===== src/rtl/mtr_pkg.sv =====
package mtr_pkg;

  // Mode code {mode_hi, mode_lo}
  typedef enum logic [1:0] {
    MODE_SCAN = 2'b00,
    MODE_PRPG = 2'b01,
    MODE_LOAD = 2'b10,
    MODE_MISR = 2'b11
  } mode_e;

endpackage


===== src/rtl/mtr_mode_dec.sv =====
module mtr_mode_dec
  import mtr_pkg::*;
(
  input  logic mode_hi,
  input  logic mode_lo,
  output logic sel_scan,
  output logic sel_prpg,
  output logic sel_misr,
  output logic sel_load
);

  mode_e mode;
  assign mode = mode_e'({mode_hi, mode_lo});

  always_comb begin
    sel_scan = 1'b0;
    sel_prpg = 1'b0;
    sel_misr = 1'b0;
    sel_load = 1'b0;
    unique case (mode)
      MODE_SCAN: sel_scan = 1'b1;
      MODE_PRPG: sel_prpg = 1'b1;
      MODE_MISR: sel_misr = 1'b1;
      MODE_LOAD: sel_load = 1'b1;
      default:   sel_load = 1'b1;
    endcase
  end

endmodule


===== src/rtl/mtr_feedback.sv =====
module mtr_feedback #(
  parameter int unsigned          W        = 8,
  parameter logic [W-1:0]         TAP_MASK = 8'hB8
) (
  input  logic [W-1:0] state,
  output logic         fb,
  output logic         is_zero
);

  logic [W-1:0] tapped;
  assign tapped  = state & TAP_MASK;
  assign fb      = ^tapped;
  assign is_zero = (state == '0);

endmodule


===== src/rtl/mtr_cell.sv =====
module mtr_cell (
  input  logic sel_load,
  input  logic sel_misr,
  input  logic shift_in,
  input  logic par_bit,
  output logic nxt
);

  // Load takes the parallel bit; otherwise shift, optionally folding in data.
  always_comb begin
    if (sel_load)      nxt = par_bit;
    else if (sel_misr) nxt = shift_in ^ par_bit;
    else               nxt = shift_in;
  end

endmodule


===== src/rtl/multimode_test_reg.sv =====
module multimode_test_reg #(
  parameter int unsigned  W        = 8,
  parameter logic [W-1:0] TAP_MASK = 8'hB8,
  parameter logic [W-1:0] SEED     = 8'h01
) (
  input  logic         clk,
  input  logic         rst,
  input  logic         mode_hi,
  input  logic         mode_lo,
  input  logic [W-1:0] par_in,
  input  logic         scan_in,
  output logic [W-1:0] reg_out,
  output logic         scan_out
);

  localparam int unsigned TOP = W - 1;

  logic sel_scan, sel_prpg, sel_misr, sel_load;
  logic fb, is_zero;
  logic [W-1:0] state_q;
  logic [W-1:0] state_d;
  logic [W-1:0] shift_src;

  mtr_mode_dec u_dec (
    .mode_hi (mode_hi),
    .mode_lo (mode_lo),
    .sel_scan(sel_scan),
    .sel_prpg(sel_prpg),
    .sel_misr(sel_misr),
    .sel_load(sel_load)
  );

  mtr_feedback #(.W(W), .TAP_MASK(TAP_MASK)) u_fb (
    .state  (state_q),
    .fb     (fb),
    .is_zero(is_zero)
  );

  // Bit 0 entry: serial data in scan mode, feedback otherwise; the
  // pattern source escapes the all-zero lock by injecting a one.
  assign shift_src[0] = sel_scan ? scan_in : (fb | (sel_prpg & is_zero));

  genvar i;
  generate
    for (i = 1; i < W; i++) begin : g_chain
      assign shift_src[i] = state_q[i-1];
    end
    for (i = 0; i < W; i++) begin : g_cell
      mtr_cell u_cell (
        .sel_load(sel_load),
        .sel_misr(sel_misr),
        .shift_in(shift_src[i]),
        .par_bit (par_in[i]),
        .nxt     (state_d[i])
      );
    end
  endgenerate

  always_ff @(posedge clk) begin
    if (rst) state_q <= SEED;
    else     state_q <= state_d;
  end

  assign reg_out  = state_q;
  assign scan_out = state_q[TOP];

endmodule


===== config.mk =====
export PLATFORM = sky130hd
export DESIGN_NAME = multimode_test_reg
export DESIGN_NICKNAME = d
export VERILOG_FILES = /design/src/rtl/mtr_pkg.sv /design/src/rtl/mtr_mode_dec.sv /design/src/rtl/mtr_feedback.sv /design/src/rtl/mtr_cell.sv /design/src/rtl/multimode_test_reg.sv
export SDC_FILE = /design/constraint.sdc
export NUM_CORES = 1
export LEC_CHECK = 0
export ABC_CLOCK_PERIOD_IN_PS = 2200
export BUFFER_PORTS_ARGS = -buffer_cell sky130_fd_sc_hd__buf_2
export CAP_MARGIN = 40
export CELL_PAD_IN_SITES_DETAIL_PLACEMENT = 0
export CELL_PAD_IN_SITES_GLOBAL_PLACEMENT = 1
export CORE_MARGIN = 1.5
export CORE_UTILIZATION = 33
export DETAILED_ROUTE_END_ITERATION = 10
export PLACE_DENSITY_LB_ADDON = 0.1
export SETUP_SLACK_MARGIN = 0.3
export SYNTH_ARGS = -nofsm -noshare
export SYNTH_HDL_FRONTEND = slang
export SYNTH_SLANG_ARGS = --single-unit

===== constraint.sdc =====
create_clock -name clk -period 2.2 [get_ports clk]
set_input_delay 0.11 -clock clk [delete_from_list [all_inputs] [get_ports clk]]
set_output_delay 0.11 -clock clk [all_outputs]
set_load 0.01 [all_outputs]

* Word level (Yosys, flattened, before mapping)
Cells that the tools add are included.
** Cells by class
- Muxes and demuxes :: 21
- Eq/ne operators :: 3
- Reduce and logical (&&, ||, !) cells :: 3
- Bitwise gates (word level) :: 10
** Operators by type and width (count)
- $mux W1 :: 21
- $logic_not A8 Y1 :: 1
- $reduce_xor A8 Y1 :: 1
- $xor A1 B1 Y1 :: 8
- $eq A2 B2 Y1 const B :: 2
- $eq A2 B1 Y1 const B :: 1
- $logic_not A2 Y1 :: 1
- $and A1 B1 Y1 :: 1
- $or A1 B1 Y1 :: 1
** Storage, ports and cells
- Register bits after elaboration :: 8
- Output and inout port bits :: 9
- Word-level logic and storage cells :: 38

* Depth between registers and ports, before layout
- Depth after elaboration :: 8
- Depth in mapped cells :: 5

* By module
Synthesis repeated with hierarchy kept, for this count alone.
** Second synthesis, totals
- Cell total of the unflattened synthesis :: 71
- Area, all modules :: 616.8 um^2
** By module, submodules not included
- multimode_test_reg :: sequential area each 160.2 um^2, cells each 27, area each 286.5 um^2, instances 1
- mtr_cell :: sequential area each 0.0 um^2, cells each 4, area each 31.3 um^2, instances 8
- mtr_feedback :: sequential area each 0.0 um^2, cells each 8, area each 53.8 um^2, instances 1
- mtr_mode_dec :: sequential area each 0.0 um^2, cells each 4, area each 26.3 um^2, instances 1

* Worst setup path before layout
Ideal clock, no wire load.
- Kind :: register to register
- Start :: reg state_q[4], in the netlist reg_out[4]
- End :: reg state_q[0], in the netlist reg_out[0]
- Path buffers :: 0
- Arrival :: 1.161 ns
- Library setup time :: 0.074 ns
- Setup slack :: 0.965 ns
- Cell stages (with the launch flop) :: 6
- Path through :: dfxtp_1 -> inv_1 -> ha_1 -> xor3_1 -> and4bb_1 -> a31oi_1
** Between the ends
- Longest elaborated chain between the ends :: 7
** RTL lines
- start: declaration :: line multimode_test_reg.sv:20 : logic [W-1:0] state_q;
- start signal: assignment :: line multimode_test_reg.sv:61 : else state_q <= state_d;
- $logic_not A8 Y1 :: line mtr_feedback.sv:13 : assign is_zero = (state == '0);
- $and A1 B1 Y1 :: line multimode_test_reg.sv:41 : assign shift_src[0] = sel_scan ? scan_in : (fb | (sel_prpg & is_zero));
- $or A1 B1 Y1 (*) :: line multimode_test_reg.sv:41
- $mux W1 (*) :: line multimode_test_reg.sv:41
- $xor A1 B1 Y1 :: line mtr_cell.sv:12 : else if (sel_misr) nxt = shift_in ^ par_bit;
- $mux W1 (*) :: line mtr_cell.sv:12
- $mux W1 (*) :: line mtr_cell.sv:11 : if (sel_load) nxt = par_bit;
Every way passes the cells marked *; elsewhere a longest branch is shown, timed or not.
A chain may end at the register's enable or synchronous reset.

* Worst setup path after layout
Same ends and word-level chain as after synthesis.

==> results.json <==
{
  "p_comb_share_pct": 21.7,
  "yosys.area_share.simple_pct": 28.6,
  "min_path_cells": 3,
  "grt.total_usage_pct": 14.3,
  "switchingPower_uw": 110,
  "fill_cells": 166,
  "power_frac_seq_pct": 45.3,
  "cts_buffer_depth": 2,
  "clock_sinks": 8,
  "required_ns": 2.39,
  "route.detailed.wl_per_inst_um": 12.1,
  "synth_top_family_by_area": "simple AND/OR/NAND/NOR gates",
  "p_int_uw": 259,
  "post_cts_buffers": 0,
  "cts_tree": "done",
  "fmax_mhz": 762,
  "criticalPathCategory": "reg -> reg",
  "dp_hpwl_um": 791,
  "row_count": 14,
  "syn_inst": 68,
  "power_uw": 369,
  "whs_ns": 0.123,
  "yosys.area.top_type": "dfxtp_1",
  "ir_drop_uv": 248,
  "slew_viol_final": 0,
  "nNetsFinal": 97,
  "dieArea_mm2": 0.00181,
  "grt_pass1_vias": 428,
  "drc": 0,
  "dp_cells": 94,
  "diodes": 0,
  "synthTopCellsByArea": "dfxtp_1, buf_4, nor2b_1",
  "dr.first_iter.drc_count": 8,
  "p_sw_share_pct": 29.8,
  "syn_to_final_growth_pct": 14.8,
  "synth_compound_area_share_pct": 17.2,
  "postCtsHoldBufs": 0,
  "seq_area_frac_synth_pct": 31.1,
  "worstSkewPairLatency_ns": 0.26,
  "synth_area_um2": 515,
  "antenna_found_initial": 0,
  "overflow": 0,
  "fin_crit_sh_pct": 59.6,
  "tightestPinTransition_ns": 0.298,
  "p_per_area_mw_per_mm2": 623,
  "cts_buffers": 3,
  "synth_warnings": 0,
  "crit_path_end_kind": "flop",
  "drv_cap": 0,
  "drtPass1Iterations": 3,
  "detailedPlace.worstSlack_ns": 0.905,
  "fin_tns_setup_ns": 0,
  "layout.cells.non_filler": 97,
  "synth_top_area_share_pct": 31.1,
  "fin_area_um2": 592,
  "synth.distinct_cells": 21,
  "ctsResizeCount": 0,
  "wl_um": 1180,
  "ys_ff_latch": 8,
  "io_buffers": 21,
  "min_path_type": "in -> reg",
  "arrival_ns": 1.50,
  "synthAdderAreaFrac_pct": 2.43,
  "synthXorXnorAreaFrac_pct": 4.61,
  "hold_viol": 0,
  "p_clk_share_pct": 33.0,
  "clock_skew_ns": 0.00151,
  "grt_max_degree": 19,
  "muxShareOfSynthArea_pct": 0,
  "die_h_um": 42.5,
  "die_x_um": 42.5,
  "timing.final.crit_period_ns": 1.31,
  "fin_ws_ns": 0.888,
  "ant_nets": 0,
  "r2r_cells": 5,
  "avgViaCountPerCell": 5.02,
  "critical_path.max_fanout": 4,
  "htree_levels": 1,
  "vias": 487,
  "coreArea_mm2": 0.00149,
  "placed_area_um2": 569,
  "initial_utilization_pct": 34.6,
  "cts_root_buf": "clkbuf_4",
  "r2r_setup_slack_ns": 0.89,
  "cellLeakagePower_nw": 0.268,
  "setup_viol": 0,
  "synthesis.nets": 82,
  "outcome": "completed",
  "place_congestion": 0.671,
  "io_pins": 22,
  "largest_reg_flops": 8,
  "drive_gt1_share_pct": 30.9,
  "clkTransAtPathRegs_ns": 0.06,
  "maxSlewHeadroom_pct": 80.1,
  "syn_area_per_cell_um2": 7.58,
  "final_util_pct": 39.7,
  "cp-start-kind": "flop",
  "rsz0062_at_grt": "false",
  "grt_pass1_wl_um": 1900
}
## routing by layer
metal,up-vias,part of all wire (%),GRT usage [%]
met5,-,0,0
met4,0,1.3,9.38
met3,2,4.3,2.59
met2,17,42,19.1
met1,216,52,20.5
li1,252,-,-
## synth_stat cells, drive strengths merged
library cell,number
buf,9
ha,1
xor3,1
and4bb,1
nor2b,7
nor4,1
inv,3
nor2,1
nand2,8
dfxtp,8
nand3,7
a31oi,1
nor3b,1
nand4b,1
a21oi,8
o21ai,7
clkbuf,2
a21boi,1
## placed cells by master, fill, tap and decap left out
master and n:
a21boi_0 1, a21oi_1 8, a31oi_1 1, and4bb_1 1
buf_2 21, clkbuf_4 3, dfxtp_1 8, ha_1 1
inv_1 2, inv_2 1, nand2_1 8, nand3_1 7
nand4b_1 1, nor2_1 1, nor2b_1 7, nor3b_1 1
nor4_1 1, o21ai_0 6, o21ai_1 1, xor3_1 1
## cell families (layout without fill, tap and decap cells)
logic type / count (synthesis) / count (layout)
buffers and inverters: 14 / 27
XOR/XNOR: 1 / 1
adder cells (fa/ha/maj): 1 / 1
flip-flops: 8 / 8
AO/OA/AOI/OAI: 17 / 17
AND/OR/NAND/NOR: 27 / 27
## worst paths after layout
path | from | end
worst max-delay path | reg_out[4] | reg_out[0]
worst min-delay path | par_in[3] | reg_out[3]
worst max register to register | reg_out[4] | reg_out[0]
worst min register to register | reg_out[2] | reg_out[3]
## final cells by class
class,count,area [um^2],share of cell area (%)
Multi-Input combinational cell,46,273,46.1
Sequential cell,8,160,27.1
Timing Repair Buffer,21,105,17.8
Clock buffer,3,22.5,3.81
Tap cell,16,20.0,3.38
Inverter,3,11.3,1.90
## worst max-delay path, cell delays in order (launching register included)
cell and delay (ns):
dfxtp_1 0.37, inv_1 0.06, ha_1 0.28, xor3_1 0.22
and4bb_1 0.20, a31oi_1 0.12
## power by group through the flow
stage	logic (mW)	clock network (mW)	registers, mW
final	0.0800	0.122	0.167
after global placement	0.0805	0	0.171
after detailed placement	0.0802	0	0.171
after CTS	0.0807	0.122	0.168
after global routing	0.0904	0.129	0.169
after floorplan	0.0640	0	0.168
Note: power is estimated with default switching activity, not from simulation.
